==> config.mk <==
export PLATFORM = sky130hd
export DESIGN_NAME = osc_trim_ctrl
export DESIGN_NICKNAME = d
export VERILOG_FILES = /design/src/rtl/trim_pkg.sv /design/src/rtl/trim_edge_sync.sv /design/src/rtl/trim_meas_fsm.sv /design/src/rtl/trim_step_unit.sv /design/src/rtl/osc_trim_ctrl.sv
export SDC_FILE = /design/constraint.sdc
export NUM_CORES = 1
export LEC_CHECK = 0
export BUFFER_PORTS_ARGS = -buffer_cell sky130_fd_sc_hd__buf_2
export CAP_MARGIN = 30
export CORE_MARGIN = 8
export CORE_UTILIZATION = 50
export CTS_BUF_LIST = sky130_fd_sc_hd__clkbuf_8
export CTS_CLUSTER_DIAMETER = 60
export DETAILED_ROUTE_END_ITERATION = 6
export PLACE_DENSITY = 0.74
export SYNTH_ARGS = -nofsm -noshare
export SYNTH_HDL_FRONTEND = slang
export SYNTH_SLANG_ARGS = --single-unit
==> constraint.sdc <==
create_clock -name clk_i -period 15.6 [get_ports clk_i]
set_input_delay 2.34 -clock clk_i [delete_from_list [all_inputs] [get_ports clk_i]]
set_output_delay 2.34 -clock clk_i [all_outputs]
set_load 0.01 [all_outputs]
==> src/rtl/trim_pkg.sv <==
package trim_pkg;
    localparam int TRIM_W = 5;

    typedef enum logic [1:0] {
        ST_IDLE,
        ST_ARM,
        ST_WINDOW,
        ST_SPAN
    } meas_state_e;

    typedef enum logic [1:0] {
        CMP_HOLD,
        CMP_FAST,
        CMP_SLOW
    } cmp_e;
endpackage

==> src/rtl/trim_edge_sync.sv <==
module trim_edge_sync #(
    parameter int STAGES = 2
) (
    input  logic clk_i,
    input  logic rst_ni,
    input  logic async_i,
    output logic rise_o
);
    logic [STAGES:0] chain_q;

    always_ff @(posedge clk_i or negedge rst_ni) begin
        if (!rst_ni) begin
            chain_q <= '0;
        end else begin
            chain_q <= {chain_q[STAGES-1:0], async_i};
        end
    end

    assign rise_o = chain_q[STAGES-1] & ~chain_q[STAGES];

    // a rising edge yields a single-cycle pulse
    a_r10_single_rise: assert property (@(posedge clk_i) disable iff (!rst_ni)
        rise_o |=> !rise_o);
endmodule

==> src/rtl/trim_meas_fsm.sv <==
module trim_meas_fsm
    import trim_pkg::*;
#(
    parameter int CNT_W = 16,
    parameter int WIN_W = 8
) (
    input  logic             clk_i,
    input  logic             rst_ni,
    input  logic             enable_i,
    input  logic             mode_i,
    input  logic [WIN_W-1:0] win_edges_i,
    input  logic             ref_rise_i,
    input  logic             evt_rise_i,
    output logic             meas_valid_o,
    output logic [CNT_W-1:0] meas_o
);
    meas_state_e      state_q, state_d;
    logic [CNT_W-1:0] lcnt_q;
    logic [CNT_W-1:0] fcnt_q;
    logic [CNT_W-1:0] cap_q;
    logic [WIN_W-1:0] rcnt_q;
    logic [WIN_W-1:0] len_q;
    logic [WIN_W:0]   rcnt_next;
    logic             win_end;
    logic             span_end;
    logic             win_start;
    logic             span_start;

    assign rcnt_next  = {1'b0, rcnt_q} + 1'b1;
    assign win_end    = (state_q == ST_WINDOW) && ref_rise_i && (rcnt_next >= {1'b0, len_q});
    assign span_end   = (state_q == ST_SPAN) && evt_rise_i;
    assign win_start  = (state_d == ST_WINDOW) && ((state_q == ST_ARM) || win_end);
    assign span_start = (state_d == ST_SPAN) && ((state_q == ST_ARM) || span_end);

    // next-state logic
    always_comb begin
        state_d = state_q;
        unique case (state_q)
            ST_IDLE:   state_d = ST_ARM;
            ST_ARM: begin
                if (mode_i ? evt_rise_i : ref_rise_i) begin
                    state_d = mode_i ? ST_SPAN : ST_WINDOW;
                end
            end
            ST_WINDOW: begin
                if (win_end) begin
                    state_d = mode_i ? ST_ARM : ST_WINDOW;
                end
            end
            ST_SPAN: begin
                if (span_end) begin
                    state_d = mode_i ? ST_SPAN : ST_ARM;
                end
            end
            default:   state_d = ST_IDLE;
        endcase
        if (!enable_i) begin
            state_d = ST_IDLE;
        end
    end

    // state register
    always_ff @(posedge clk_i or negedge rst_ni) begin
        if (!rst_ni) begin
            state_q <= ST_IDLE;
        end else begin
            state_q <= state_d;
        end
    end

    // counters and span capture
    always_ff @(posedge clk_i or negedge rst_ni) begin
        if (!rst_ni) begin
            lcnt_q <= '0;
            fcnt_q <= '0;
            cap_q  <= '0;
            rcnt_q <= '0;
            len_q  <= '0;
        end else begin
            fcnt_q <= fcnt_q + 1'b1;
            if (win_start) begin
                lcnt_q <= CNT_W'(1);
                rcnt_q <= '0;
                len_q  <= win_edges_i;
            end else if (state_q == ST_WINDOW) begin
                lcnt_q <= lcnt_q + 1'b1;
                if (ref_rise_i) begin
                    rcnt_q <= rcnt_q + 1'b1;
                end
            end
            if (span_start) begin
                cap_q <= fcnt_q;
            end
        end
    end

    // outputs
    always_comb begin
        meas_valid_o = enable_i && (win_end || span_end);
        meas_o       = (state_q == ST_WINDOW) ? lcnt_q : (fcnt_q - cap_q);
    end

    // span length is frozen while a reference span is open
    a_r8_len_frozen: assert property (@(posedge clk_i) disable iff (!rst_ni)
        (state_q == ST_WINDOW && $past(state_q) == ST_WINDOW && !$past(win_end))
        |-> $stable(len_q));

    // a reference-mode result is only produced on a reference edge
    a_r6_end_on_edge: assert property (@(posedge clk_i) disable iff (!rst_ni)
        (meas_valid_o && state_q == ST_WINDOW) |-> ref_rise_i);
endmodule

==> src/rtl/trim_step_unit.sv <==
module trim_step_unit
    import trim_pkg::*;
#(
    parameter int CNT_W = 16
) (
    input  logic                     clk_i,
    input  logic                     rst_ni,
    input  logic                     enable_i,
    input  logic                     meas_valid_i,
    input  logic [CNT_W-1:0]         meas_i,
    input  logic [CNT_W-1:0]         expect_i,
    input  logic [CNT_W-1:0]         tol_i,
    output logic signed [TRIM_W-1:0] trim_o,
    output logic                     done_o,
    output logic                     fast_o,
    output logic                     slow_o,
    output logic                     limit_o
);
    localparam logic signed [TRIM_W-1:0] TRIM_MAX = TRIM_W'((1 << (TRIM_W - 1)) - 1);
    localparam logic signed [TRIM_W-1:0] TRIM_MIN = TRIM_W'(1 << (TRIM_W - 1));

    logic signed [TRIM_W-1:0] trim_q;
    logic [CNT_W:0]           upper;
    logic [CNT_W:0]           meas_plus_tol;
    cmp_e                     verdict;

    assign upper         = {1'b0, expect_i} + {1'b0, tol_i};
    assign meas_plus_tol = {1'b0, meas_i} + {1'b0, tol_i};

    always_comb begin
        if ({1'b0, meas_i} > upper) begin
            verdict = CMP_FAST;
        end else if (meas_plus_tol < {1'b0, expect_i}) begin
            verdict = CMP_SLOW;
        end else begin
            verdict = CMP_HOLD;
        end
    end

    always_ff @(posedge clk_i or negedge rst_ni) begin
        if (!rst_ni) begin
            trim_q  <= '0;
            done_o  <= 1'b0;
            fast_o  <= 1'b0;
            slow_o  <= 1'b0;
            limit_o <= 1'b0;
        end else begin
            done_o <= meas_valid_i;
            if (!enable_i) begin
                fast_o  <= 1'b0;
                slow_o  <= 1'b0;
                limit_o <= 1'b0;
            end else if (meas_valid_i) begin
                unique case (verdict)
                    CMP_FAST: begin
                        fast_o <= 1'b1;
                        if (trim_q == TRIM_MIN) limit_o <= 1'b1;
                        else                    trim_q  <= trim_q - 1'b1;
                    end
                    CMP_SLOW: begin
                        slow_o <= 1'b1;
                        if (trim_q == TRIM_MAX) limit_o <= 1'b1;
                        else                    trim_q  <= trim_q + 1'b1;
                    end
                    default: ;
                endcase
            end
        end
    end

    assign trim_o = trim_q;

    // at most one step per cycle
    a_r2_single_step: assert property (@(posedge clk_i) disable iff (!rst_ni)
        (trim_q == $past(trim_q)) || (trim_q == $past(trim_q) + 5'sd1)
        || (trim_q == $past(trim_q) - 5'sd1));
    // no wrap from the top limit
    a_r5_no_wrap_up: assert property (@(posedge clk_i) disable iff (!rst_ni)
        (trim_q == TRIM_MAX) |=> (trim_q != TRIM_MIN));
    // no wrap from the bottom limit
    a_r5_no_wrap_down: assert property (@(posedge clk_i) disable iff (!rst_ni)
        (trim_q == TRIM_MIN) |=> (trim_q != TRIM_MAX));
    // the code only moves in a done cycle
    a_r6_move_with_done: assert property (@(posedge clk_i) disable iff (!rst_ni)
        (trim_q != $past(trim_q)) |-> done_o);
    // done is a single-cycle pulse
    a_r6_done_pulse: assert property (@(posedge clk_i) disable iff (!rst_ni)
        done_o |=> !done_o);
endmodule

==> src/rtl/osc_trim_ctrl.sv <==
module osc_trim_ctrl
    import trim_pkg::*;
#(
    parameter int CNT_W     = 16,
    parameter int WIN_W     = 8,
    parameter int SYNC_DEPTH = 2
) (
    input  logic             clk_i,
    input  logic             rst_ni,
    input  logic             ref_clk_i,
    input  logic             event_i,
    input  logic             enable_i,
    input  logic             mode_i,
    input  logic [WIN_W-1:0] win_edges_i,
    input  logic [CNT_W-1:0] expect_i,
    input  logic [CNT_W-1:0] tol_i,
    output logic [4:0]       trim_o,
    output logic             done_o,
    output logic             fast_o,
    output logic             slow_o,
    output logic             limit_o
);
    localparam int NUM_SRC = 2;

    logic [NUM_SRC-1:0]       async_in;
    logic [NUM_SRC-1:0]       rise;
    logic                     meas_valid;
    logic [CNT_W-1:0]         meas;
    logic signed [TRIM_W-1:0] trim_s;

    assign async_in = {event_i, ref_clk_i};

    for (genvar g = 0; g < NUM_SRC; g++) begin : g_sync
        trim_edge_sync #(
            .STAGES(SYNC_DEPTH)
        ) u_sync (
            .clk_i  (clk_i),
            .rst_ni (rst_ni),
            .async_i(async_in[g]),
            .rise_o (rise[g])
        );
    end

    trim_meas_fsm #(
        .CNT_W(CNT_W),
        .WIN_W(WIN_W)
    ) u_fsm (
        .clk_i       (clk_i),
        .rst_ni      (rst_ni),
        .enable_i    (enable_i),
        .mode_i      (mode_i),
        .win_edges_i (win_edges_i),
        .ref_rise_i  (rise[0]),
        .evt_rise_i  (rise[1]),
        .meas_valid_o(meas_valid),
        .meas_o      (meas)
    );

    trim_step_unit #(
        .CNT_W(CNT_W)
    ) u_step (
        .clk_i       (clk_i),
        .rst_ni      (rst_ni),
        .enable_i    (enable_i),
        .meas_valid_i(meas_valid),
        .meas_i      (meas),
        .expect_i    (expect_i),
        .tol_i       (tol_i),
        .trim_o      (trim_s),
        .done_o      (done_o),
        .fast_o      (fast_o),
        .slow_o      (slow_o),
        .limit_o     (limit_o)
    );

    assign trim_o = trim_s;

    // no completion pulse once the block has been disabled
    a_r9_quiet_when_off: assert property (@(posedge clk_i) disable iff (!rst_ni)
        !$past(enable_i) |-> !done_o);
    // flags are clear one cycle after disable
    a_r9_flags_clear: assert property (@(posedge clk_i) disable iff (!rst_ni)
        !$past(enable_i) |-> !(fast_o || slow_o || limit_o));
endmodule

==> results of run 1 <==
## worst max-delay path: cells and delay by family
family | cells | cell delay (ns)
adders and majority gates | 4 | 1.33
AOI/OAI and AO/OA | 12 | 2.29
and+or+nand+nor | 4 | 1.07
xor gates and xnor gates | 1 | 0.17
buffers and inverters | 1 | 0.10
## per-layer routing
metal	up-vias	track usage, %
li1	2833	-
met1	2553	20.9
met2	77	27.0
met3	16	2.29
met4	0	5.87
met5	-	0
## worst paths after layout
| kind | startpoint | end | slack, ns |
|---|---|---|---|
| worst min register to register | g_sync[0].u_sync.chain_q[0] | g_sync[0].u_sync.chain_q[1] | 0.36 |
| worst max register to register | u_fsm.fcnt_q[0] | u_step.trim_o[4] | 8.82 |
| min in group asynchronous | rst_ni | u_step.done_o | 1.90 |
| worst min-delay path | g_sync[0].u_sync.chain_q[0] | g_sync[0].u_sync.chain_q[1] | 0.36 |
| max in group asynchronous | rst_ni | u_fsm.fcnt_q[1] | 13.09 |
| worst max-delay path | expect_i[0] | u_step.trim_o[4] | 8.54 |
## per-stage QoR
step / total power [mW] / worst slack [ns] / area, um^2 / hold WS [ns]
after floorplan: 0.724 / 8.69 / 6780 / 0.331
after global placement: 0.831 / 8.24 / 7220 / 0.335
after detailed placement: 0.851 / 8.18 / 7250 / 0.339
after CTS: 1.03 / 8.54 / 7480 / 0.362
after global routing: 1.13 / 8.09 / 7480 / 0.377
final: 1.03 / 8.54 / 7480 / 0.357
## state kept, by name (all words and copies together) (netlist names)
register	flops
u_step.limit_o	1
u_step.slow_o	1
u_step.done_o	1
u_fsm.fcnt_q	16
u_fsm.cap_q	16
u_fsm.state_q	2
g_sync.u_sync.chain_q	6
u_fsm.len_q	8
u_step.trim_o	5
u_fsm.lcnt_q	16
u_fsm.rcnt_q	8
u_step.fast_o	1
## kinds of logic after synthesis
logic type / after synthesis / share of synthesized area [%]
compound gates: 179 / 17.1
xor+xnor: 81 / 10.5
fa+ha+maj: 99 / 18.7
buf+inv: 76 / 4.56
flops: 81 / 29.9
mux: 14 / 2.31
simple gates: 242 / 16.9
## final cells by class
class	count	area, um^2	area share (%)
clock buffers	9	124	1.66
clock inverters	7	109	1.45
inverters	64	240	3.21
multi-input cells	615	4440	59.3
flip-flops and latches	81	2030	27.1
well taps	176	220	2.94
repair buffers	58	323	4.31
## layout by cell type, fill, tap and decap left out, types with 6 or more instances in the layout
cell | synthesis | routed
a211oi_1 | 8 | 8
a21o_1 | 14 | 14
a21oi_1 | 58 | 58
and3_1 | 11 | 11
buf_2 | 1 | 53
clkbuf_8 | 0 | 9
dfrtp_1 | 81 | 81
ha_1 | 95 | 95
inv_1 | 64 | 64
mux2_2 | 13 | 13
nand2_1 | 70 | 70
nand2b_1 | 7 | 7
nand3_1 | 20 | 20
nand4_1 | 12 | 12
nor2_1 | 73 | 73
nor2b_1 | 7 | 7
nor3_1 | 15 | 15
o21a_1 | 8 | 8
o21ai_0 | 40 | 40
o21bai_1 | 6 | 6
xnor2_1 | 55 | 55
xor2_1 | 26 | 26
## report_power, final
group          internal (mW)  total, mW  switching, mW  leakage (nW)
sequential             0.249      0.286         0.0364          1.03
combinational          0.260      0.564          0.304          2.46
clock                 0.0934      0.178         0.0843         0.118
total                  0.603       1.03          0.425          3.61
==> flow_metrics.env, run 1 <==
export IMPL_overflow=0
export IMPL_cp_common_cell="a21oi_1"
export IMPL_synthTopCellsByCount="ha_1 (95), dfrtp_1 (81), nor2_1 (73)"
export IMPL_setup_violations=0
export IMPL_synthesis_instances=772
export IMPL_synthFlopType="dfrtp_1"
export IMPL_start_kind="input port"
export IMPL_grt_max_degree=54
export IMPL_cts_root_buffer="clkbuf_8"
export IMPL_drv_cap=0
export IMPL_clk_pin_slew_ns=0.09
export IMPL_post_cts_repair_setup_buffers=0
export IMPL_drt_initial_drc_count=302
export IMPL_hp_class="reg2reg"
export IMPL_hold_viol_final=0
export IMPL_holdPathStages=0
export IMPL_rsz0062_at_grt="false"
export IMPL_start_util_pct=51.2
export IMPL_core_area_mm2=0.0132
export IMPL_fin_crit_sh_pct=45.2
export IMPL_drv_slew=0
export IMPL_fp_dieW_um=132
export IMPL_ys_seq_area_share_pct=29.9
export IMPL_place_gp_congestion=0.794
export IMPL_crit_chain="buf_2 > ha_1 > fa_1 > a21oi_1 > o221ai_2 > o311a_1 > or3_1 > a21oi_1 > xor2_1 > ha_1 > a21o_1 > a21oi_1 > o21ai_0 > o211a_1 > or3_1 > fa_1 > a21o_1 > a21oi_1 > nor2_1 > nor3_1 > a41oi_1 > o211a_1"
export IMPL_ys_warn_count=0
export IMPL_m1WireLength_mm=6.83
export IMPL_track_usage_pct=16.2
export IMPL_fillerInstances=1199
export IMPL_ir_worst_vdd_mv=0.0546
export IMPL_synth_top_area_share_pct=29.9
export IMPL_drtPass1Iterations=5
export IMPL_ant_nets=0
export IMPL_crit_type="in2reg"
export IMPL_crit_fanout=8
export IMPL_setup_tns_ns=0
export IMPL_synth_area_mm2=0.00678
export IMPL_wl_met2_mm=6.54
export IMPL_cts_buffers_inserted=9
export IMPL_antenna_found_initial=0
export IMPL_hpwl_mm=11.2
export IMPL_drive_above_1_share_pct=12.4
export IMPL_post_route_drc_count=0
export IMPL_ios=55
export IMPL_cts_resized=0
export IMPL_fin_skew_ns=0.0173
export IMPL_fp_dieH_um=132
export IMPL_status="finished clean"
export IMPL_synth_largest_area_cell="dfrtp_1"
export IMPL_reg2reg_depth=31
export IMPL_die_area_mm2=0.0175
export IMPL_cts_hold_buf=0
export IMPL_synth_nets=917
export IMPL_synthArstFlopShare_pct=100
export IMPL_tightest_slew_ns=0.833
export IMPL_synth_edf_count=0
export IMPL_slowest_stage="or3_1"
export IMPL_cp_required_ns=15.86
export IMPL_fp_row_count=42
export IMPL_fin_cells=1010
export IMPL_min_period_ns=7.06
export IMPL_drt_vias_per_instance=5.42
export IMPL_worst_setup_path_end_kind="flip-flop"
export IMPL_clk_latency_ns=0.37
export IMPL_grt_pass1_wl_mm=24.3
export IMPL_critPathArrivalTime_ns=7.32
export IMPL_routed_wl_met3_um=386
export IMPL_cts_sinks=81
export IMPL_nets=974
export IMPL_synth_distinct_cells=62
export IMPL_relSlewSlack_pct=44.2
export IMPL_synth_seq_cells=81
export IMPL_syn_to_final_growth_pct=10.4
export IMPL_grt_pass1_vias=5329
export IMPL_post_place_cells=994
export IMPL_final_util_pct=56.5
export IMPL_synth_most_common_cell="ha_1"
export IMPL_via_count=5479
export IMPL_finalWirelength_mm=14.0
export IMPL_htreeDepth=3
export IMPL_critical_path_max_stage_delay_ns=0.52
export IMPL_leakagePower_nw=3.61
export IMPL_avgRoutedWirePerCell_um=13.9
export IMPL_avgSynthCellArea_um2=8.78
export IMPL_cts_tree="built"
export IMPL_n_antenna_cell=0
export IMPL_fmax_mhz=142
export IMPL_ctsLongestPathBuffers=2
export IMPL_io_buffers=54
export IMPL_ys_top_cells_by_area="dfrtp_1 (30%), ha_1 (18%), xnor2_1 (7.1%)"
export IMPL_routed_top_layer="met4"
export IMPL_powerDensity_mw_per_mm2=137
No activity file was read; power rests on OpenSTA's default activity.
==> run 2, diff against run 1 <==
Clock period 15.6 ns to 6.8 ns, I/O delays scaled along.
==> run 2 against run 1 <==
  * Register-to-register slack got worse by 8.3 ns
  * Power grew 120%
  * Hold slack gained 0.00062 ns
  * First-iteration DRC count shrank 15%
  * Critical path depth rose by 4
  * Critical endpoint unchanged
  * Setup slack got worse by 8.0 ns
  * Critical path type is now reg2reg
  * Largest cell class unchanged
  * Sequential share of layout area up 0.068 points
  * Sequential power is 130% higher
  * Combinational power rose by 130%
  * Non-clock buffer count increased by 1
==> flow_metrics.env, run 2 (same netlist as run 1, synthesis figures left out) <==
export IMPL_via_count=5542
export IMPL_powerDensity_mw_per_mm2=305
export IMPL_nets=975
export IMPL_grt_pass1_vias=5359
export IMPL_leakagePower_nw=3.60
export IMPL_relSlewSlack_pct=40.1
export IMPL_track_usage_pct=16.6
export IMPL_fp_dieW_um=132
export IMPL_cts_hold_buf=0
export IMPL_reg2reg_depth=26
export IMPL_ctsLongestPathBuffers=2
export IMPL_avgRoutedWirePerCell_um=14.0
export IMPL_drt_initial_drc_count=256
export IMPL_final_util_pct=56.4
export IMPL_tightest_slew_ns=0.898
export IMPL_fin_cells=1011
export IMPL_holdPathStages=0
export IMPL_drt_vias_per_instance=5.48
export IMPL_syn_to_final_growth_pct=10.2
export IMPL_start_kind="flip-flop"
export IMPL_drv_cap=0
export IMPL_die_area_mm2=0.0175
export IMPL_path_delay_family="compound AO/OA/AOI/OAI gates"
export IMPL_worst_setup_path_end_kind="flip-flop"
export IMPL_io_buffers=54
export IMPL_hold_viol_final=0
export IMPL_cts_buffers_inserted=9
export IMPL_ir_worst_vdd_mv=0.120
export IMPL_mostFrequentLayoutCells="ha_1 (94), dfrtp_1 (81), nor2_1 (73), nand2_1 (70), inv_1 (65)"
export IMPL_hp_class="reg2reg"
export IMPL_worst_path_buf_inv=1
export IMPL_grt_pass1_wl_mm=24.5
export IMPL_clk_latency_ns=0.37
export IMPL_fp_row_count=42
export IMPL_r2r_end="u_step.trim_o[4]"
export IMPL_drv_slew=0
export IMPL_fp_dieH_um=132
export IMPL_fillerInstances=1216
export IMPL_finalWirelength_mm=14.2
export IMPL_fin_ws_ns=0.544
export IMPL_crit_fanout=8
export IMPL_fin_crit_sh_pct=92.0
export IMPL_ant_nets=0
export IMPL_crit_type="reg2reg"
export IMPL_drtPass1Iterations=4
export IMPL_holdPathEnd="g_sync[1].u_sync.chain_q[1]"
export IMPL_setup_violations=0
export IMPL_start_util_pct=51.2
export IMPL_clk_pin_slew_ns=0.09
export IMPL_grt_max_degree=54
export IMPL_overflow=0
export IMPL_cts_sinks=81
export IMPL_top_regs="u_fsm.cap_q: 16 flops, u_fsm.fcnt_q: 16 flops, u_fsm.lcnt_q: 16 flops"
export IMPL_place_gp_congestion=0.861
export IMPL_whs_ns=0.357
export IMPL_htreeDepth=3
export IMPL_post_place_cells=995
export IMPL_core_area_mm2=0.0132
export IMPL_post_route_drc_count=0
export IMPL_critical_path_max_stage_delay_ns=0.48
export IMPL_dp_slack_ns=0.352
export IMPL_critPathArrivalTime_ns=6.52
export IMPL_cts_root_buffer="clkbuf_8"
export IMPL_r2r_start="u_fsm.fcnt_q[1]"
export IMPL_status="finished clean"
export IMPL_fmax_mhz=160
export IMPL_antenna_found_initial=0
export IMPL_min_from="g_sync[1].u_sync.chain_q[0]"
export IMPL_min_period_ns=6.26
export IMPL_fin_skew_ns=0.0160
export IMPL_cp_required_ns=7.06
export IMPL_final_common_cell="ha_1"
export IMPL_slowest_stage="or3_4"
export IMPL_drive_above_1_share_pct=13.1
export IMPL_ios=55
export IMPL_cts_tree="built"
export IMPL_n_antenna_cell=0
export IMPL_finalPower_mw=2.28
export IMPL_r2r_slack_ns=0.54
export IMPL_hpwl_mm=11.4
run 2: routing by layer:
| layer | GRT usage [%] | vias to the layer above | routed length, um |
|---|---|---|---|
| met5 | 0 | - | 0 |
| met4 | 5.36 | 0 | 231 |
| met3 | 3.20 | 18 | 567 |
| met2 | 27.6 | 98 | 6500 |
| met1 | 21.2 | 2582 | 6860 |
| li1 | - | 2844 | - |
run 2: stage by stage:
stage,TNS [ns],cell area [um^2]
6_report,0,7460
5_1_grt,-0.0204,7460
4_1_cts,0,7440
3_5_place_dp,0,7260
3_3_place_gp,0,7230
2_1_floorplan,0,6780
run 2: worst register-to-register path: stages (launching register included):
cell and delay (ns):
dfrtp_1 0.47, ha_1 0.30, nor2b_1 0.14, o31ai_1 0.45, a21boi_0 0.21, o21a_1 0.20
o31ai_1 0.18, buf_4 0.16, ha_1 0.26, a2111o_1 0.44, o221ai_2 0.25, o31ai_1 0.14
o21a_1 0.18, nor2_1 0.11, xnor2_1 0.14, ha_1 0.27, a21o_1 0.16, a211oi_1 0.25
o21ai_0 0.17, or3_4 0.48, fa_1 0.42, a21o_1 0.19, a21oi_2 0.20, nor2_1 0.06
nor3_1 0.14, a41oi_1 0.07, o211a_1 0.13
run 2: how the worst max path moves through the flow:
stage,start,slack (ns),cells after the start,to
floorplan,u_fsm.fcnt_q[0],0.93,32,u_step.trim_o[4]
global placement,u_fsm.fcnt_q[0],0.48,31,u_step.trim_o[4]
detailed placement,u_fsm.fcnt_q[0],0.35,31,u_step.trim_o[4]
CTS,u_fsm.fcnt_q[0],0.33,31,u_step.trim_o[4]
global route,u_fsm.fcnt_q[0],-0.02,32,u_step.trim_o[4]
finish,u_fsm.fcnt_q[1],0.54,26,u_step.trim_o[4]
run 2: layout make-up:
class | instances | area [um^2] | share of cell area (%)
Clock inverter | 6 | 42.5 | 0.570
Tap cell | 176 | 220 | 2.95
Multi-Input combinational cell | 615 | 4470 | 59.8
Sequential cell | 81 | 2030 | 27.2
Timing Repair Buffer | 59 | 330 | 4.43
Inverter | 64 | 240 | 3.22
Clock buffer | 10 | 138 | 1.84
run 2: power breakdown:
group          switching [mW]  total (mW)  internal (mW)
combinational           0.696        1.30          0.605
clock                   0.180       0.323          0.143
sequential             0.0812       0.653          0.572
total                   0.957        2.28           1.32
run 2: timing repair:
action,CTS,global route
gates resized for setup,0,7
setup endpoints to repair,0,2
buffers inserted,0,0
==> run 3, diff against run 2 <==
Settings changed: GPL_TIMING_DRIVEN set to 0.
==> run 3 against run 2 <==
  * Global-route usage is 0.33 points lower
  * Count of clock-buffer cells in the layout is 1 lower
  * Register-to-register slack worse by 0.06 ns
  * Fmax is 1.0% lower
  * Combinational power is 4% higher
==> flow_metrics.env, run 3 (same netlist as run 1, synthesis figures left out) <==
export IMPL_status="finished clean"
export IMPL_grt_pass1_wl_mm=24.2
export IMPL_track_usage_pct=16.3
export IMPL_cts_buffers_inserted=9
export IMPL_drt_vias_per_instance=5.40
export IMPL_hpwl_mm=11.4
export IMPL_setup_tns_ns=0
export IMPL_critical_path_max_stage_delay_ns=0.44
export IMPL_worst_setup_path_end_kind="flip-flop"
export IMPL_grt_pass1_vias=5305
export IMPL_min_period_ns=6.32
export IMPL_ant_nets=0
export IMPL_fmax_mhz=158
export IMPL_post_route_drc_count=0
export IMPL_final_cell_area_mm2=0.00756
export IMPL_fin_crit_sh_pct=92.9
export IMPL_critPathArrivalTime_ns=6.57
export IMPL_drive_above_1_share_pct=13.7
export IMPL_crit_type="reg2reg"
export IMPL_clk_pin_slew_ns=0.09
export IMPL_top_regs="u_fsm.cap_q: 16 flops, u_fsm.fcnt_q: 16 flops, u_fsm.lcnt_q: 16 flops"
export IMPL_ir_worst_vdd_mv=0.109
export IMPL_cp_required_ns=7.05
export IMPL_mostFrequentLayoutCells="ha_1 (93), dfrtp_1 (81), nor2_1 (73), nand2_1 (70), inv_1 (65)"
export IMPL_setup_violations=0
export IMPL_cp_common_cell="nor2_1"
export IMPL_ctsLongestPathBuffers=2
export IMPL_finalWirelength_mm=14.2
export IMPL_avgRoutedWirePerCell_um=14.0
export IMPL_pwr_share_seq_pct=27.9
export IMPL_hp_class="reg2reg"
export IMPL_nets=985
export IMPL_drtPass1Iterations=5
export IMPL_drt_initial_drc_count=276
export IMPL_drv_slew=0
export IMPL_crit_fanout=8
export IMPL_place_gp_congestion=0.835
export IMPL_slowest_stage="dfrtp_1"
export IMPL_grt_max_degree=57
export IMPL_final_common_cell="ha_1"
export IMPL_cts_tree="built"
export IMPL_m1WireLength_mm=6.92
export IMPL_fp_dieH_um=132
export IMPL_antenna_found_initial=0
export IMPL_place_area_mm2=0.00729
export IMPL_intPower_mw=1.37
export IMPL_powerDensity_mw_per_mm2=310
export IMPL_start_util_pct=51.2
export IMPL_cts_root_buffer="clkbuf_8"
export IMPL_switching_share_pct=41.7
export IMPL_overflow=0
export IMPL_wl_met2_mm=6.63
export IMPL_io_buffers=53
export IMPL_syn_to_final_growth_pct=11.6
export IMPL_n_antenna_cell=0
export IMPL_ios=55
export IMPL_cts_sinks=81
export IMPL_finalPower_mw=2.35
export IMPL_htreeDepth=3
export IMPL_routed_top_layer="met4"
export IMPL_clkPwrFrac_pct=14.6
export IMPL_drv_cap=0
export IMPL_clk_latency_ns=0.36
export IMPL_routed_wl_met3_um=484
export IMPL_hold_viol_final=0
export IMPL_fp_row_count=42
export IMPL_tightest_slew_ns=0.541
export IMPL_fin_skew_ns=0.0153
export IMPL_relSlewSlack_pct=63.6
export IMPL_core_area_mm2=0.0132
export IMPL_leakagePower_nw=3.64
export IMPL_fp_dieW_um=132
export IMPL_die_area_mm2=0.0175
export IMPL_power_switching_uw=978
export IMPL_fillerInstances=1173
export IMPL_whs_ns=0.358
export IMPL_via_count=5506
export IMPL_start_kind="flip-flop"
export IMPL_combPwrFrac_pct=57.6
==> run 3: metal layers <==
metal  global-route usage (%)  up-vias
met5                        0        -
met4                     4.73        0
met3                     3.16       16
met2                     27.1       76
met1                     20.9     2553
li1                         -     2861
==> run 3: metrics by stage <==
| stage | worst slack [ns] | utilization [%] | instances |
|---|---|---|---|
| global placement | 0.210 | 54.8 | 1001 |
| floorplan | 0.934 | - | 772 |
| detailed placement | 0.152 | 55.1 | 1002 |
| CTS | 0.121 | 56.4 | 1017 |
| finish | 0.480 | 57.1 | 1020 |
| global route | -0.0146 | 57.1 | 1020 |
==> run 3: path summary, 6_finish.rpt <==
kind / start / to / slack, ns / cells after the start
hold / removal: g_sync[1].u_sync.chain_q[0] / g_sync[1].u_sync.chain_q[1] / 0.36 / 0
min in group asynchronous: rst_ni / u_step.trim_o[3] / 0.56 / 1
setup / recovery: u_fsm.fcnt_q[0] / u_step.trim_o[4] / 0.48 / 32
hold reg to reg: g_sync[1].u_sync.chain_q[0] / g_sync[1].u_sync.chain_q[1] / 0.36 / 0
setup reg to reg: u_fsm.fcnt_q[0] / u_step.trim_o[4] / 0.48 / 32
max in group asynchronous: rst_ni / u_fsm.cap_q[3] / 5.64 / 2
==> run 3: power by group through the flow <==
stage               logic (mW)  registers (mW)  clock network [mW]
floorplan                 1.01           0.649                   0
global placement          1.26           0.659                   0
detailed placement        1.29           0.662                   0
CTS                       1.30           0.654               0.348
global route              1.55           0.669               0.369
finish                    1.35           0.654               0.342
==> run 3: what timing repair did <==
action,CTS,global route
hold endpoints to repair,0,0
endpoints found under the setup margin,0,2
gates resized for setup,0,15
hold buffers,0,0
setup buffers,0,3
==> run 3: final cells by class <==
cell class	count	area [um^2]	share of cell area [%]
well taps	176	220	2.91
inverters	64	240	3.18
flip-flops and latches	81	2030	26.8
repair buffers	57	318	4.20
multi-input cells	615	4500	59.6
clock buffers	9	124	1.64
plain buffers	12	68.8	0.910
clock inverters	6	60.1	0.794
==> run 3: worst max-delay path, delay by kind of cell, from the launching register on <==
| family | cells | cell delay, ns |
|---|---|---|
| DFF | 1 | 0.44 |
| buffers and inverters | 3 | 0.30 |
| adders and majority gates | 5 | 1.58 |
| xor gates and xnor gates | 2 | 0.29 |
| AOI/OAI and AO/OA | 15 | 2.65 |
| and+or+nand+nor | 7 | 0.96 |
